File: src/rtl/pwb_pkg.sv
package pwb_pkg;
  typedef enum logic [1:0] {RSP_NONE = 2'd0, RSP_ACK = 2'd1, RSP_RETRY = 2'd2} rsp_e;
  typedef struct packed {
    rsp_e rsp;
    logic post;
    logic force_fl;
    logic rd_take;
  } dec_t;
endpackage

File: src/rtl/pwb_decide.sv
module pwb_decide
  import pwb_pkg::*;
#(
  parameter int LINE_W = 27
) (
  input  logic              ts,
  input  logic              wr,
  input  logic [LINE_W-1:0] line,
  input  logic              buf_valid,
  input  logic [LINE_W-1:0] buf_line,
  input  logic              rd_busy,
  output dec_t              dec
);
  logic hit;

  always_comb begin
    hit          = buf_valid && (line == buf_line);
    dec.rsp      = RSP_NONE;
    dec.post     = 1'b0;
    dec.force_fl = 1'b0;
    dec.rd_take  = 1'b0;
    if (ts) begin
      if (wr) begin
        if (buf_valid) begin
          dec.rsp      = RSP_RETRY;
          dec.force_fl = 1'b1;
        end else begin
          dec.rsp  = RSP_ACK;
          dec.post = 1'b1;
        end
      end else if (hit) begin
        dec.rsp      = RSP_RETRY;
        dec.force_fl = 1'b1;
      end else if (rd_busy) begin
        dec.rsp = RSP_RETRY;
      end else begin
        dec.rsp     = RSP_ACK;
        dec.rd_take = 1'b1;
      end
    end
  end
endmodule

File: src/rtl/pwb_buf.sv
module pwb_buf #(
  parameter int LINE_W = 27,
  parameter int IDX_W  = 2,
  parameter int BE_W   = 8
) (
  input  logic              clk,
  input  logic              rst_n,
  input  logic              post,
  input  logic              force_fl,
  input  logic [LINE_W-1:0] in_line,
  input  logic [IDX_W-1:0]  in_idx,
  input  logic [BE_W-1:0]   in_be,
  input  logic              in_burst,
  input  logic              flush_issue,
  input  logic              flush_done,
  output logic              valid,
  output logic              issued,
  output logic              hipri,
  output logic [LINE_W-1:0] line,
  output logic [IDX_W-1:0]  idx,
  output logic [BE_W-1:0]   be,
  output logic              burst
);
  logic valid_n, issued_n, hipri_n;

  always_comb begin
    valid_n  = valid;
    issued_n = issued;
    hipri_n  = hipri;
    if (post) valid_n = 1'b1;
    if (flush_issue) begin
      issued_n = 1'b1;
      hipri_n  = 1'b0;
    end else if (force_fl && valid && !issued) begin
      hipri_n = 1'b1;
    end
    if (flush_done) begin
      valid_n  = 1'b0;
      issued_n = 1'b0;
      hipri_n  = 1'b0;
    end
  end

  always_ff @(posedge clk or negedge rst_n) begin
    if (!rst_n) begin
      valid  <= 1'b0;
      issued <= 1'b0;
      hipri  <= 1'b0;
    end else begin
      valid  <= valid_n;
      issued <= issued_n;
      hipri  <= hipri_n;
    end
  end

  always_ff @(posedge clk) begin
    if (post) begin
      line  <= in_line;
      idx   <= in_idx;
      be    <= in_be;
      burst <= in_burst;
    end
  end


  post_on_empty_chk: assert property (@(posedge clk) disable iff (!rst_n) post |-> !valid);

  done_of_drain_chk: assert property (@(posedge clk) disable iff (!rst_n)
    flush_done |-> (valid && issued));
endmodule

File: src/rtl/pwb_seq.sv
module pwb_seq #(
  parameter int LINE_W = 27,
  parameter int IDX_W  = 2,
  parameter int BE_W   = 8,
  parameter int BEATS  = 4
) (
  input  logic                    clk,
  input  logic                    rst_n,
  input  logic                    rd_take,
  input  logic [LINE_W-1:0]       in_line,
  input  logic [IDX_W-1:0]        in_idx,
  input  logic [BE_W-1:0]         in_be,
  input  logic                    in_burst,
  input  logic                    buf_valid,
  input  logic                    buf_issued,
  input  logic                    buf_hipri,
  input  logic [LINE_W-1:0]       buf_line,
  input  logic [IDX_W-1:0]        buf_idx,
  input  logic [BE_W-1:0]         buf_be,
  input  logic                    buf_burst,
  output logic                    rd_valid,
  output logic                    flush_issue,
  output logic                    flush_done,
  output logic                    req,
  input  logic                    req_rdy,
  output logic                    req_wr,
  output logic                    req_hipri,
  output logic                    req_burst,
  output logic [LINE_W+IDX_W-1:0] req_addr,
  output logic [BE_W-1:0]         req_be,
  output logic [BEATS*IDX_W-1:0]  req_order,
  output logic                    data_go,
  input  logic                    data_done
);
  logic              lock_q, lock_fl_q, pend_q, pend_fl_q, busy_q, cur_fl_q;
  logic              lock_n, lock_fl_n, pend_n, pend_fl_n, busy_n, cur_fl_n;
  logic              rd_valid_n, sel_flush, accept;
  logic [LINE_W-1:0] rd_line;
  logic [IDX_W-1:0]  rd_idx, s_idx;
  logic [BE_W-1:0]   rd_be;
  logic              rd_burst;

  always_comb begin
    sel_flush   = lock_q ? lock_fl_q : (buf_valid && !buf_issued);
    req         = !pend_q && (sel_flush || rd_valid);
    accept      = req && req_rdy;
    flush_issue = accept && sel_flush;
    data_go     = pend_q && !busy_q;
    flush_done  = data_done && busy_q && cur_fl_q;
    req_wr      = sel_flush;
    req_hipri   = sel_flush && buf_hipri;
    req_burst   = sel_flush ? buf_burst : rd_burst;
    s_idx       = sel_flush ? buf_idx : rd_idx;
    req_addr    = {sel_flush ? buf_line : rd_line, s_idx};
    req_be      = req_burst ? {BE_W{1'b1}} : (sel_flush ? buf_be : rd_be);

    lock_n     = req && !req_rdy;
    lock_fl_n  = sel_flush;
    pend_n     = accept ? 1'b1 : (data_go ? 1'b0 : pend_q);
    pend_fl_n  = accept ? sel_flush : pend_fl_q;
    busy_n     = data_go ? 1'b1 : (data_done ? 1'b0 : busy_q);
    cur_fl_n   = data_go ? pend_fl_q : cur_fl_q;
    rd_valid_n = rd_take ? 1'b1 : ((accept && !sel_flush) ? 1'b0 : rd_valid);
  end

  for (genvar i = 0; i < BEATS; i++) begin : g_order
    assign req_order[i*IDX_W +: IDX_W] = req_burst ? s_idx + IDX_W'(i) : s_idx;
  end

  always_ff @(posedge clk or negedge rst_n) begin
    if (!rst_n) begin
      lock_q    <= 1'b0;
      lock_fl_q <= 1'b0;
      pend_q    <= 1'b0;
      pend_fl_q <= 1'b0;
      busy_q    <= 1'b0;
      cur_fl_q  <= 1'b0;
      rd_valid  <= 1'b0;
    end else begin
      lock_q    <= lock_n;
      lock_fl_q <= lock_fl_n;
      pend_q    <= pend_n;
      pend_fl_q <= pend_fl_n;
      busy_q    <= busy_n;
      cur_fl_q  <= cur_fl_n;
      rd_valid  <= rd_valid_n;
    end
  end

  always_ff @(posedge clk) begin
    if (rd_take) begin
      rd_line  <= in_line;
      rd_idx   <= in_idx;
      rd_be    <= in_be;
      rd_burst <= in_burst;
    end
  end


  req_hold_chk: assert property (@(posedge clk) disable iff (!rst_n)
    (req && !req_rdy) |=> (req && $stable(req_addr) && $stable(req_wr) && $stable(req_be)
                           && $stable(req_burst) && $stable(req_order)));

  go_after_done_chk: assert property (@(posedge clk) disable iff (!rst_n)
    (data_go) |=> !data_go);

  no_req_while_waiting_chk: assert property (@(posedge clk) disable iff (!rst_n)
    (req && req_rdy) |=> !req);

  one_read_slot_chk: assert property (@(posedge clk) disable iff (!rst_n)
    rd_take |-> !rd_valid);
endmodule

File: src/rtl/pwb_retry_ctrl.sv
module pwb_retry_ctrl
  import pwb_pkg::*;
#(
  parameter int ADDR_W   = 32,
  parameter int DW_BYTES = 8,
  parameter int BEATS    = 4,
  localparam int DW_OFS  = $clog2(DW_BYTES),
  localparam int IDX_W   = $clog2(BEATS),
  localparam int OFS_W   = DW_OFS + IDX_W,
  localparam int LINE_W  = ADDR_W - OFS_W,
  localparam int MA_W    = ADDR_W - DW_OFS,
  localparam int ORD_W   = BEATS * IDX_W
) (
  input  logic                clk,
  input  logic                rst_n,
  input  logic                pb_ts,
  input  logic [ADDR_W-1:0]   pb_addr,
  input  logic                pb_wr,
  input  logic                pb_burst,
  input  logic [DW_BYTES-1:0] pb_be,
  output logic                pb_aack_n,
  output logic                pb_artry_n,
  output logic                mc_req,
  input  logic                mc_req_rdy,
  output logic                mc_req_wr,
  output logic                mc_req_hipri,
  output logic                mc_req_burst,
  output logic [MA_W-1:0]     mc_req_addr,
  output logic [DW_BYTES-1:0] mc_req_be,
  output logic [ORD_W-1:0]    mc_req_order,
  output logic                mc_data_go,
  input  logic                mc_data_done
);
  logic [1:0]        rst_sync;
  logic              arst_n;
  dec_t              dec;
  logic [LINE_W-1:0] t_line, b_line;
  logic [IDX_W-1:0]  t_idx, b_idx;
  logic [DW_BYTES-1:0] b_be;
  logic              b_valid, b_issued, b_hipri, b_burst;
  logic              rd_valid, flush_issue, flush_done;
  logic              aack_n_nx, artry_n_nx;

  always_ff @(posedge clk or negedge rst_n) begin
    if (!rst_n) rst_sync <= 2'b00;
    else        rst_sync <= {rst_sync[0], 1'b1};
  end
  assign arst_n = rst_sync[1];

  assign t_line = pb_addr[ADDR_W-1:OFS_W];
  assign t_idx  = pb_addr[OFS_W-1:DW_OFS];

  pwb_decide #(.LINE_W(LINE_W)) u_decide (
    .ts(pb_ts), .wr(pb_wr), .line(t_line), .buf_valid(b_valid),
    .buf_line(b_line), .rd_busy(rd_valid), .dec(dec)
  );

  pwb_buf #(.LINE_W(LINE_W), .IDX_W(IDX_W), .BE_W(DW_BYTES)) u_buf (
    .clk(clk), .rst_n(arst_n), .post(dec.post), .force_fl(dec.force_fl),
    .in_line(t_line), .in_idx(t_idx), .in_be(pb_be), .in_burst(pb_burst),
    .flush_issue(flush_issue), .flush_done(flush_done),
    .valid(b_valid), .issued(b_issued), .hipri(b_hipri),
    .line(b_line), .idx(b_idx), .be(b_be), .burst(b_burst)
  );

  pwb_seq #(.LINE_W(LINE_W), .IDX_W(IDX_W), .BE_W(DW_BYTES), .BEATS(BEATS)) u_seq (
    .clk(clk), .rst_n(arst_n), .rd_take(dec.rd_take),
    .in_line(t_line), .in_idx(t_idx), .in_be(pb_be), .in_burst(pb_burst),
    .buf_valid(b_valid), .buf_issued(b_issued), .buf_hipri(b_hipri),
    .buf_line(b_line), .buf_idx(b_idx), .buf_be(b_be), .buf_burst(b_burst),
    .rd_valid(rd_valid), .flush_issue(flush_issue), .flush_done(flush_done),
    .req(mc_req), .req_rdy(mc_req_rdy), .req_wr(mc_req_wr), .req_hipri(mc_req_hipri),
    .req_burst(mc_req_burst), .req_addr(mc_req_addr), .req_be(mc_req_be),
    .req_order(mc_req_order), .data_go(mc_data_go), .data_done(mc_data_done)
  );

  always_comb begin
    aack_n_nx  = !(dec.rsp == RSP_ACK);
    artry_n_nx = !(dec.rsp == RSP_RETRY);
  end

  always_ff @(posedge clk or negedge arst_n) begin
    if (!arst_n) begin
      pb_aack_n  <= 1'b1;
      pb_artry_n <= 1'b1;
    end else begin
      pb_aack_n  <= aack_n_nx;
      pb_artry_n <= artry_n_nx;
    end
  end


  one_answer_chk: assert property (@(posedge clk) disable iff (!arst_n)
    pb_ts |=> (pb_aack_n != pb_artry_n));

  quiet_chk: assert property (@(posedge clk) disable iff (!arst_n)
    !pb_ts |=> (pb_aack_n && pb_artry_n));

  wr_busy_retry_chk: assert property (@(posedge clk) disable iff (!arst_n)
    (pb_ts && pb_wr && b_valid) |=> !pb_artry_n);

  rd_empty_ack_chk: assert property (@(posedge clk) disable iff (!arst_n)
    (pb_ts && !pb_wr && !b_valid && !rd_valid) |=> !pb_aack_n);
endmodule

File: config.mk
export PLATFORM = sky130hd
export DESIGN_NAME = pwb_retry_ctrl
export DESIGN_NICKNAME = d
export VERILOG_FILES = /design/src/rtl/pwb_pkg.sv /design/src/rtl/pwb_decide.sv /design/src/rtl/pwb_buf.sv /design/src/rtl/pwb_seq.sv /design/src/rtl/pwb_retry_ctrl.sv
export SDC_FILE = /design/constraint.sdc
export NUM_CORES = 1
export LEC_CHECK = 0
export BUFFER_PORTS_ARGS = -buffer_cell sky130_fd_sc_hd__buf_2
export CAP_MARGIN = 30
export CORE_MARGIN = 5
export CORE_UTILIZATION = 35
export DETAILED_ROUTE_END_ITERATION = 12
export PLACE_DENSITY = 0.55
export SETUP_SLACK_MARGIN = 0.3
export SLEW_MARGIN = 10
export SYNTH_ARGS = -nofsm -noshare
export SYNTH_HDL_FRONTEND = slang
export SYNTH_SLANG_ARGS = --single-unit
File: constraint.sdc
create_clock -name clk -period 2.17 [get_ports clk]
set_clock_uncertainty 0.05 [all_clocks]
set_input_delay 0.434 -clock clk [delete_from_list [all_inputs] [get_ports clk]]
set_output_delay 0.434 -clock clk [all_outputs]
set_load 0.05 [all_outputs]
; ---- After elaboration in Yosys (flattened, before gate mapping)
; Index checks and enable logic that the tools add are counted.
; W data, S select, Z words.
[word_totals]
ff_bits = 90
inputBits = 47
out_inout_bits = 52
word_cells = 89
[op_classes]
n_addsub = 3
n_eq_ne = 3
n_mux = 35
reduce_logical = 27
[ops]
columns = operator, count
row1 = $eq A27 B27 Y1, 1
row2 = $mux W27, 1
row3 = $mux W1, 23
row4 = $mux W2, 8
row5 = $mux W8, 2
row6 = $logic_and A1 B1 Y1, 13
row7 = $reduce_bool A2 Y1, 5
row8 = $logic_not A1 Y1, 7
row9 = $mux W5, 1
row10 = $add A2 B2 Y2 const B, 2
row11 = $reduce_bool A3 Y1, 1
row12 = $add A2 B1 Y2 const B, 1
row13 = $eq A2 B1 Y1 const B, 1
row14 = $eq A2 B2 Y1 const B, 1
row15 = $logic_or A1 B1 Y1, 1

; ---- Depth between registers and ports, before layout
; Gate-level depths: netlist of run 1.
[logic_depth]
depth_word = 10
ltp_mapped = 8
mapped_depth_nobuf = 6

; ---- Modules after synthesis
; Synthesis of run 1 repeated with hierarchy kept, for this count alone.
[unflattened]
hier_cells = 251
area_unflattened_um2 = 3921.3
[modules_own_cells]
columns = mod, n_inst, cells_per_inst, area_each_um2, seq_area_each_um2
row1 = pwb_seq, 1, 147, 2153.3, 1316.3
row2 = pwb_buf, 1, 48, 1255.0, 1216.2
row3 = pwb_decide, 1, 49, 394.1, 0.0
row4 = pwb_retry_ctrl, 1, 7, 118.9, 102.6

; ---- Worst setup path before layout of run 1
; Ideal clock, no wire load.
[synth_path]
path_kind = input port to flip-flop
from = input port pb_wr
to = register u_seq.rd_be[0] (enable)
setup_time_ns = 0.433
arrival_ns = 2.539
required_time_ns = 1.687
path_slack_ns = -0.853
stages = 2
path_buffers = 0
cell_sequence = or3b_2 -> nor2_1
[synth_between]
elab_chain_len = 2
[synth_lines]
columns = element, line_no
row1 = "start, declared", pwb_retry_ctrl.sv:18  ; input logic pb_wr,
row2 = $mux W1, pwb_decide.sv:23  ; if (wr) begin
row3 = $mux W5, pwb_decide.sv:22  ; if (ts) begin
row4 = via u_seq.rd_take, pwb_seq.sv:9  ; input logic rd_take,
row5 = "end signal, assigned", pwb_seq.sv:94  ; rd_be <= in_be;
row6 = "end, declared", pwb_seq.sv:40  ; logic [BE_W-1:0] rd_be;
; The timed path passes the listed nets, and every way through them passes these cells.
; A chain may end at the register's enable or synchronous reset.

; ---- Worst setup path in the final report of run 1
[layout_path]
from = register u_buf.issued
to = output port mc_req_order[2]
[layout_between]
elab_chain_len = 6
word_cells_on_any_way = 7
classes_between = add/sub: 1 / mux: 4 / reduce/logical: 2
[layout_lines]
columns = element, line_no
row1 = "start, declared", pwb_buf.sv:17  ; output logic issued,
row2 = "start signal, assigned", pwb_buf.sv:51  ; issued <= issued_n;
row3 = $logic_not A1 Y1 *, pwb_seq.sv:44  ; sel_flush = lock_q ? lock_fl_q : (buf_valid && !buf_issued);
row4 = $logic_and A1 B1 Y1 *, pwb_seq.sv:44
row5 = $mux W1 *, pwb_seq.sv:44
row6 = $mux W2, pwb_seq.sv:53  ; s_idx = sel_flush ? buf_idx : rd_idx;
row7 = $add A2 B1 Y2, pwb_seq.sv:67  ; assign req_order[i*IDX_W +: IDX_W] = req_burst ? s_idx + IDX_W'(i) : s_idx;
row8 = $mux W2 *, pwb_seq.sv:67
row9 = "end, declared", pwb_retry_ctrl.sv:30  ; output logic [ORD_W-1:0] mc_req_order,
; Mark *: on every way between the ends. The rest lies on a longest branch, timed or not.

==> results of run 1 <==
## synth_stat cells (2+ instances only)
cell / count / area, um2
buf_2: 3 / 15.0
buf_4: 5 / 37.5
buf_6: 2 / 22.5
clkbuf_1: 3 / 11.3
dfrtp_1: 12 / 300
dfstp_2: 2 / 52.6
edfxtp_1: 76 / 2280
inv_1: 4 / 15.0
mux2_2: 2 / 22.5
nand2_1: 100 / 375
nand3_1: 10 / 50.1
nand4_1: 7 / 43.8
nor2_1: 13 / 48.8
nor3_1: 2 / 10.0
o21ai_0: 2 / 10.0
xnor2_1: 26 / 228
xor2_1: 4 / 35.0
## kinds of logic (layout without fill, tap and decap cells)
group	after synthesis	count (layout)	synth area share
xor gates and xnor gates	31	31	0.0739
and+or+nand+nor	140	140	0.158
DFF	90	90	0.698
buffers and inverters	18	157	0.0298
muxes	6	6	0.0222
AOI/OAI and AO/OA	8	8	0.0169
other	1	1	0.000993
## stage by stage
step                 util  setup TNS, ns  std cells
CTS                 0.515         -11.37        567
floorplan               -          -1.62        294
global placement    0.445        -0.0515        531
finish              0.524          -9.64        573
global route        0.524         -15.83        573
detailed placement  0.445         -0.126        531
## registers in the layout (all words and copies together), names as in the netlist
name	cells
u_seq.rd_burst	1
u_buf.be	8
u_seq.rd_be	8
u_seq.lock_fl_q	1
u_seq.pend_fl_q	1
u_seq.lock_q	1
u_seq.rd_valid	1
u_buf.issued	1
pb_aack_n	1
u_seq.busy_q	1
u_buf.valid	1
u_seq.rd_line	27
pb_artry_n	1
u_seq.cur_fl_q	1
u_seq.rd_idx	2
u_buf.idx	2
u_seq.pend_q	1
rst_sync	2
u_buf.line	27
u_buf.hipri	1
u_buf.burst	1
## critical path, delay by kind of cell, from the launching register on
kind            cells  cell delay [ns]
flops               1             0.38
xor+xnor            1             0.12
compound gates      1             0.21
mux                 1             0.25
simple gates        1             0.14
buf+inv             4             0.51
## layout by cell type (no fill, tap or decap), types with 4 or more instances in the layout
cell type	synthesis	layout
nand4_1	7	7
buf_2	3	67
buf_6	2	22
buf_12	0	10
nand2_4	0	19
nor2_2	0	4
clkbuf_8	0	10
nand2_1	100	68
edfxtp_1	76	76
nor2_1	13	7
nand2_2	0	13
buf_8	0	10
buf_4	5	20
buf_16	0	5
dfrtp_1	12	12
xnor2_1	26	22
nand3_1	10	8
## path summary, 6_finish.rpt
| check | endpoint | cells past startpoint | startpoint |
|---|---|---|---|
| max | mc_req_order[2] | 8 | u_buf.issued |
| min | u_seq.cur_fl_q | 0 | rst_sync[1] |
| max reg2reg | u_seq.rd_line[22] | 8 | u_buf.line[1] |
| min reg2reg | u_seq.cur_fl_q | 0 | rst_sync[1] |
| max in group asynchronous | pb_artry_n | 0 | rst_sync[1] |
| min in group clk | u_seq.busy_q | 2 | mc_data_done |
## power groups by stage
stage	Combinational [mW]	Sequential (mW)	Clock, mW
after floorplan	3.53	2.33	0
after global placement	4.48	2.30	0
after detailed placement	4.51	2.31	0
after CTS	5.49	2.28	1.03
after global routing	5.82	2.31	1.14
final	5.54	2.28	0.998
## routing by layer
metal	wire length, um	GRT usage
met5	0	0
met2	4570	0.241
met1	3930	0.182
met4	77	0.0396
met3	477	0.0430
## what timing repair did
action / in CTS / in global routing
setup buffers: 14 / 5
hold endpoints to repair: 2 / 0
gates resized for setup: 92 / 10
pin swaps: 11 / 10
setup endpoints to repair: 88 / 91
hold buffers: 1 / 0
gates cloned: 5 / 1
## area by class of cell
class,count,area [um2]
clock buffers,13,149
repair buffers,136,1260
fillers,943,5090
inverters,5,28.8
well taps,140,175
multi-input cells,186,1350
flip-flops and latches,90,2640
clock inverters,3,16.3
==> flow_metrics.tcl, run 1 <==
set metrics [dict create \
    placed_area_um2 4760 \
    syn_nets 341 \
    worstPathArrival_ns 1.98 \
    place_ws_ns -0.0303 \
    cpMaxStageDelayCell "dfrtp_1" \
    root_buffer "clkbuf_8" \
    syn-mean-instance-area_um2 12.8 \
    total_power_mw 8.82 \
    fp-row-count 38 \
    path_class "flop to output port" \
    seq_power_share 0.259 \
    grt.overflow.total 0 \
    syn_inst 294 \
    layout-drive-gt1-share 0.490 \
    start_util 0.353 \
    intPower_mw 4.64 \
    grt_antenna_before_repair 0 \
    cts_tree "yes" \
    die-area_um2 13000 \
    die_h_um 114 \
    fin_ws_ns -0.292 \
    grt_usage 0.144 \
    netlist_area_um2 3780 \
    rsz0062_at_grt "true" \
    fin_crit_sh 1.13 \
    die_w_um 114 \
    totalWireLength_um 9060 \
    hold_slack_ns 0.149 \
    hold_path_class "flop to asynchronous set/reset pin" \
    ant_nets 0 \
    fin_nets 475 \
    grt_max_degree 37 \
    cp.required_ns 1.69 \
    fmax_mhz 406 \
    design_area_um2 5610 \
    powerDensity_nw_per_um2 1570 \
    cp-start-kind "flop" \
    setup_viol 49 \
    finalHoldViolCount 0 \
    port_buffers 95 \
    synth_edf_count 76 \
    cts_buffer_depth 2 \
    grt_pass1_vias 2712 \
    violations "negative setup slack" \
    end_kind "output port" \
    place_congestion 0.773 \
    synth_cell_types 38 \
    grt_pass1_wl_um 14100 \
    syn2layout_area_growth_pct 48.5 \
    yosys_warnings 0 \
    maxCapViolations 0 \
    combPwrFrac 0.628 \
    viasPerCell 4.52 \
    drc 0 \
    cts_buffers 9 \
    cts_htree_levels 3 \
    drt_iter0_drc 99 \
    maxSlewViolCount 0 \
    slowest_delay_ns 0.38 \
    p_leak_nw 2.27 \
    clkLatencyLatePin_ns 0.35 \
    routed-via-count 2592 \
    cpMostUsedCell "buf_6" \
    power_switching_mw 4.18 \
    r2r_slack_ns 0.09 \
    path_cells "nand2b_4 -> o21a_4 -> inv_8 -> mux2i_4 -> buf_6 -> buf_12 -> xnor2_4 -> buf_6" \
    wl_per_cell_um 15.8 \
    clkPwrFrac 0.113 \
    swShare 0.474 \
    dp_hpwl_um 5700 \
    run_status "complete, but fails checks" \
    crit_fanout 5 \
    io_pins 99 \
    firstDrtPassIters 4 \
    core_um2 10700 \
    synthArstFlopShare 0.156 \
    ir_drop_v 0.00107 \
    antennaDiodeCount 0 \
    period_needed_ns 2.46 \
    yosysSeqAreaShare 0.698 \
    clock-sinks 90 \
    clkTransAtPathRegs_ns 0.08 \
    synth-main-ff-cell "edfxtp_1" \
    ys_seq_elements 90 \
]
Note: power is estimated with default switching activity, not from simulation.
==> run 2: changes to the inputs <==
CORE_MARGIN = 2   (was 5)
==> run 2 against run 1 <==
Net effect: die area down 10%; register-to-register slack better by 0.14 ns; global-route usage up 0.51 points; maximum frequency down 0.47%; sequential power about the same; the run still ends with negative setup slack left; final area down 0.65%; clock power up 4%; core utilization up 1.1 points; combinational power down 1%; sequential cell count unchanged; worst setup slack worse by 0.012 ns.
==> flow_metrics.tcl, run 2 (synthesis gave the netlist of run 1 again) <==
set metrics [dict create \
    run_status "complete, but fails checks" \
    violations "negative setup slack" \
    place_inst 529 \
    drt_iter0_drc 92 \
    totalWireLength_um 8280 \
    cts_buffers 9 \
    cp.required_ns 1.69 \
    path_class "flop to output port" \
    worstPathArrival_ns 1.99 \
    clkLatencyLatePin_ns 0.35 \
    worst-path-buf-inv 4 \
    dp_hpwl_um 5340 \
    die_w_um 108 \
    crit_fanout 6 \
    drc 0 \
    fin_crit_sh 1.14 \
    rsz0062_at_grt "true" \
    final_common_cell "edfxtp_1" \
    root_buffer "clkbuf_8" \
    viasPerCell 4.53 \
    grt_pass1_wl_um 13000 \
    fmax_mhz 404 \
    cp-start-kind "flop" \
    period_needed_ns 2.47 \
    fin_ws_ns -0.303 \
    total_power_mw 8.79 \
    maxSlewViolCount 0 \
    grt_max_degree 37 \
    cpLargestDelayFamily "buffers and inverters" \
    place_congestion 0.732 \
    slowest_delay_ns 0.39 \
    die-area_um2 11600 \
    ant_nets 0 \
    fill_cells 926 \
    end_kind "output port" \
    place_ws_ns -0.0378 \
    grt_usage 0.149 \
    finalNonFillerCells 561 \
    syn2layout_area_growth_pct 47.5 \
    cts_buffer_depth 2 \
    cts_htree_levels 3 \
    powerDensity_nw_per_um2 1580 \
    maxCapViolations 0 \
    port_buffers 95 \
    cts_tree "yes" \
    clkTransAtPathRegs_ns 0.09 \
    routed-via-count 2540 \
    io_pins 99 \
    design_area_um2 5570 \
    ir_drop_v 0.000929 \
    setup_viol 48 \
    hold_path_class "flop to asynchronous set/reset pin" \
    fin_util 0.535 \
    cpMaxStageDelayCell "dfrtp_1" \
    grt_pass1_vias 2595 \
    p_leak_nw 2.26 \
    placed_area_um2 4770 \
    grt_antenna_before_repair 0 \
    most-common-layout-cells "edfxtp_1, nand2_1, buf_2, xnor2_1, nand2_4" \
    fp-row-count 37 \
    finalHoldViolCount 0 \
    core_um2 10400 \
    fin_nets 467 \
    grt.overflow.total 0 \
    wl_per_cell_um 14.8 \
    die_h_um 108 \
    firstDrtPassIters 4 \
    path_cells "nand2b_4 -> o21a_4 -> inv_8 -> mux2i_4 -> buf_12 -> buf_12 -> xor2_2 -> buf_6" \
    cpMostUsedCell "buf_12" \
    layout-drive-gt1-share 0.494 \
    clock-sinks 90 \
    top_regs "u_buf.line x27, u_seq.rd_line x27" \
    antennaDiodeCount 0 \
    start_util 0.363 \
]
[run 2: cell type report]
class	count	area, um2	area share
timing repair buffer	128	1150	0.207
tap	136	170	0.0305
clock inverter	5	33.8	0.00606
multi-input combinational	186	1410	0.253
sequential	90	2640	0.473
inverter	5	28.8	0.00517
clock buffer	11	141	0.0254
[run 2: per-stage QoR]
step | hold slack [ns] | TNS [ns]
4_1_cts | 0.175 | -11.41
6_report | 0.153 | -10.31
5_1_grt | 0.201 | -15.44
3_3_place_gp | 0.160 | -0.0600
3_5_place_dp | 0.158 | -0.0952
2_1_floorplan | 0.0884 | -1.62
[run 2: final timing paths]
kind	start	end	slack (ns)	depth (start not counted)
worst min-delay path	rst_sync[1]	u_seq.cur_fl_q	0.15	0
worst max-delay path	u_buf.issued	mc_req_order[5]	-0.30	8
worst max register to register	u_buf.line[19]	u_seq.rd_line[18]	0.23	6
max in group asynchronous	rst_sync[1]	pb_artry_n	1.56	0
min in group clk	mc_data_done	u_seq.busy_q	0.21	2
worst min register to register	rst_sync[1]	u_seq.cur_fl_q	0.15	0
[run 2: routing by layer]
metal  global-route usage  vias up  part of all wire
li1                     -     1260                 -
met1                0.185     1204              0.45
met2                0.249       70              0.48
met3               0.0472        6             0.060
met4               0.0412        0            0.0097
met5                    0        -                 0
[run 2: timing repair]
item,in CTS,in global routing
cloned,3,2
endpoints found under the setup margin,87,91
setup buffers,3,7
hold buffers,1,0
pin swaps,11,9
endpoints found under the hold margin,2,0
gates resized for setup,87,21
[run 2: where the power goes]
part           switching [mW]  total, mW  internal [mW]  leakage [nW]
sequential              0.128       2.28           2.15         0.865
combinational            3.47       5.47           2.00          1.29
clock                   0.587       1.04          0.456        0.0955
total                    4.18       8.79           4.61          2.26
==> run 3: changes to the inputs <==
PLACE_DENSITY = not set   (was 0.55)
REMOVE_ABC_BUFFERS = 1   (was not set)
==> run 3 against run 2 <==
Net effect: the run still ends with negative setup slack left; routed wire length increased by 6.4%; final area rose by 2.9%; total power grew 6.9%; die area did not move; clock-buffer cell count rose by 1; worst hold slack about the same; critical path type unchanged; global-route usage rose by 0.52 points.
==> flow_metrics.tcl, run 3 (synthesis gave the netlist of run 1 again) <==
set metrics [dict create \
    violations "negative setup slack" \
    combPwrFrac 0.634 \
    cts_buffer_depth 2 \
    path_class "flop to output port" \
    setup_viol 49 \
    dp_hpwl_um 5350 \
    grt.overflow.total 0 \
    cpMaxStageDelayCell "dfrtp_1" \
    placed_area_um2 4510 \
    power_switching_mw 4.18 \
    fin_util 0.551 \
    grt_antenna_before_repair 0 \
    io_pins 99 \
    most-common-layout-cells "nand2_1, edfxtp_1, buf_2, buf_6, xnor2_1" \
    viasPerCell 4.62 \
    period_needed_ns 2.48 \
    slowest_delay_ns 0.38 \
    place_ws_ns -0.0210 \
    final_common_cell "nand2_1" \
    design_area_um2 5730 \
    tightestPinTransition_ns 0.508 \
    routed-via-count 2644 \
    ant_nets 0 \
    top_regs "u_buf.line x27, u_seq.rd_line x27" \
    fmax_mhz 403 \
    worstPathArrival_ns 2.00 \
    grt_usage 0.154 \
    hold_path_class "flop to asynchronous set/reset pin" \
    fin_nets 478 \
    swShare 0.445 \
    cp.required_ns 1.69 \
    cp-start-kind "flop" \
    setup_tns_ns -7.76 \
    grt_max_degree 37 \
    hold_slack_ns 0.153 \
    crit_fanout 8 \
    clkPwrFrac 0.124 \
    core_um2 10400 \
    maxSlewViolCount 0 \
    fp-row-count 37 \
    intPower_mw 5.22 \
    cts_htree_levels 3 \
    antennaDiodeCount 0 \
    start_util 0.363 \
    port_buffers 95 \
    cts_tree "yes" \
    fin_crit_sh 1.14 \
    wl_per_cell_um 15.4 \
    syn2layout_area_growth_pct 51.9 \
    die_w_um 108 \
    grt_pass1_vias 2629 \
    die-area_um2 11600 \
    firstDrtPassIters 4 \
    maxCapViolations 0 \
    clock-sinks 90 \
    seq_power_share 0.242 \
    finalHoldViolCount 0 \
    drt_iter0_drc 71 \
    cts_buffers 9 \
    grt_pass1_wl_um 13300 \
    clkLatencyLatePin_ns 0.36 \
    drc 0 \
    rsz0062_at_grt "true" \
    clkTransAtPathRegs_ns 0.08 \
    end_kind "output port" \
    root_buffer "clkbuf_8" \
    run_status "complete, but fails checks" \
    p_leak_nw 2.35 \
    place_congestion 0.782 \
    path_cells "nand2b_4 -> o21a_4 -> inv_8 -> mux2i_4 -> buf_12 -> xor2_1 -> buf_4" \
    layout-drive-gt1-share 0.450 \
    powerDensity_nw_per_um2 1640 \
    ir_drop_v 0.00101 \
    fin_ws_ns -0.314 \
    die_h_um 108 \
    totalWireLength_um 8810 \
    maxSlewHeadroom 0.659 \
]
## run 3: cell types whose count changed in the layout (fill, tap and decap cells not counted), sizes merged
cell / delta
buf: +13
bufinv: +1
clkbuf: -1
clkinv: +2
clkinvlp: +1
inv: -5
## run 3: what timing repair did
item,4_1_cts,5_1_grt
cloned,7,2
pin swaps,14,20
hold endpoints to repair,2,0
hold buffers,1,0
resized for setup,95,88
endpoints found under the setup margin,88,90
setup buffers,12,9
## run 3: metal layers
layer,global-route usage,share of wire,vias to the layer above
met5,0,0,-
met4,0.0723,0.017,0
met3,0.0315,0.047,11
met2,0.254,0.51,73
met1,0.194,0.43,1276
li1,-,-,1284
## run 3: power by group through the flow
stage          logic (mW)  registers [mW]  clock network [mW]
6_report             5.96            2.27                1.17
5_1_grt              6.26            2.30                1.28
4_1_cts              5.16            2.27                1.21
3_5_place_dp         4.06            2.30                   0
3_3_place_gp         4.03            2.29                   0
2_1_floorplan        2.91            2.34                   0
## run 3: layout make-up
cell class	count	area, um2
Clock buffer	12	155
Clock inverter	4	50.0
Fill cell	887	4680
Inverter	5	26.3
Multi-Input combinational cell	186	1180
Sequential cell	90	2640
Tap cell	136	170
Timing Repair Buffer	139	1510
## run 3: worst paths after layout
kind                               start                to  slack, ns  cells past startpoint
min in group clk            mc_data_done      u_seq.busy_q       0.21                      2
min reg2reg                  rst_sync[1]      u_seq.busy_q       0.15                      0
max                         u_buf.issued   mc_req_order[5]      -0.31                      7
min                          rst_sync[1]      u_seq.busy_q       0.15                      0
max in group asynchronous    rst_sync[1]         pb_aack_n       1.56                      0
max reg2reg                u_buf.line[5]  u_seq.rd_line[8]       0.08                      7
## run 3: stage by stage
stage	total power, mW	cells
6_report	9.40	572
2_1_floorplan	5.24	281
3_3_place_gp	6.32	525
5_1_grt	9.84	572
4_1_cts	8.64	561
3_5_place_dp	6.36	525
## run 3: critical path, delay by kind of cell, from the launching register on
family	cells	cell delay [ns]
buffers and inverters	3	0.46
AOI/OAI and AO/OA	1	0.22
and+or+nand+nor	1	0.14
DFF	1	0.38
muxes	1	0.29
xor gates and xnor gates	1	0.15
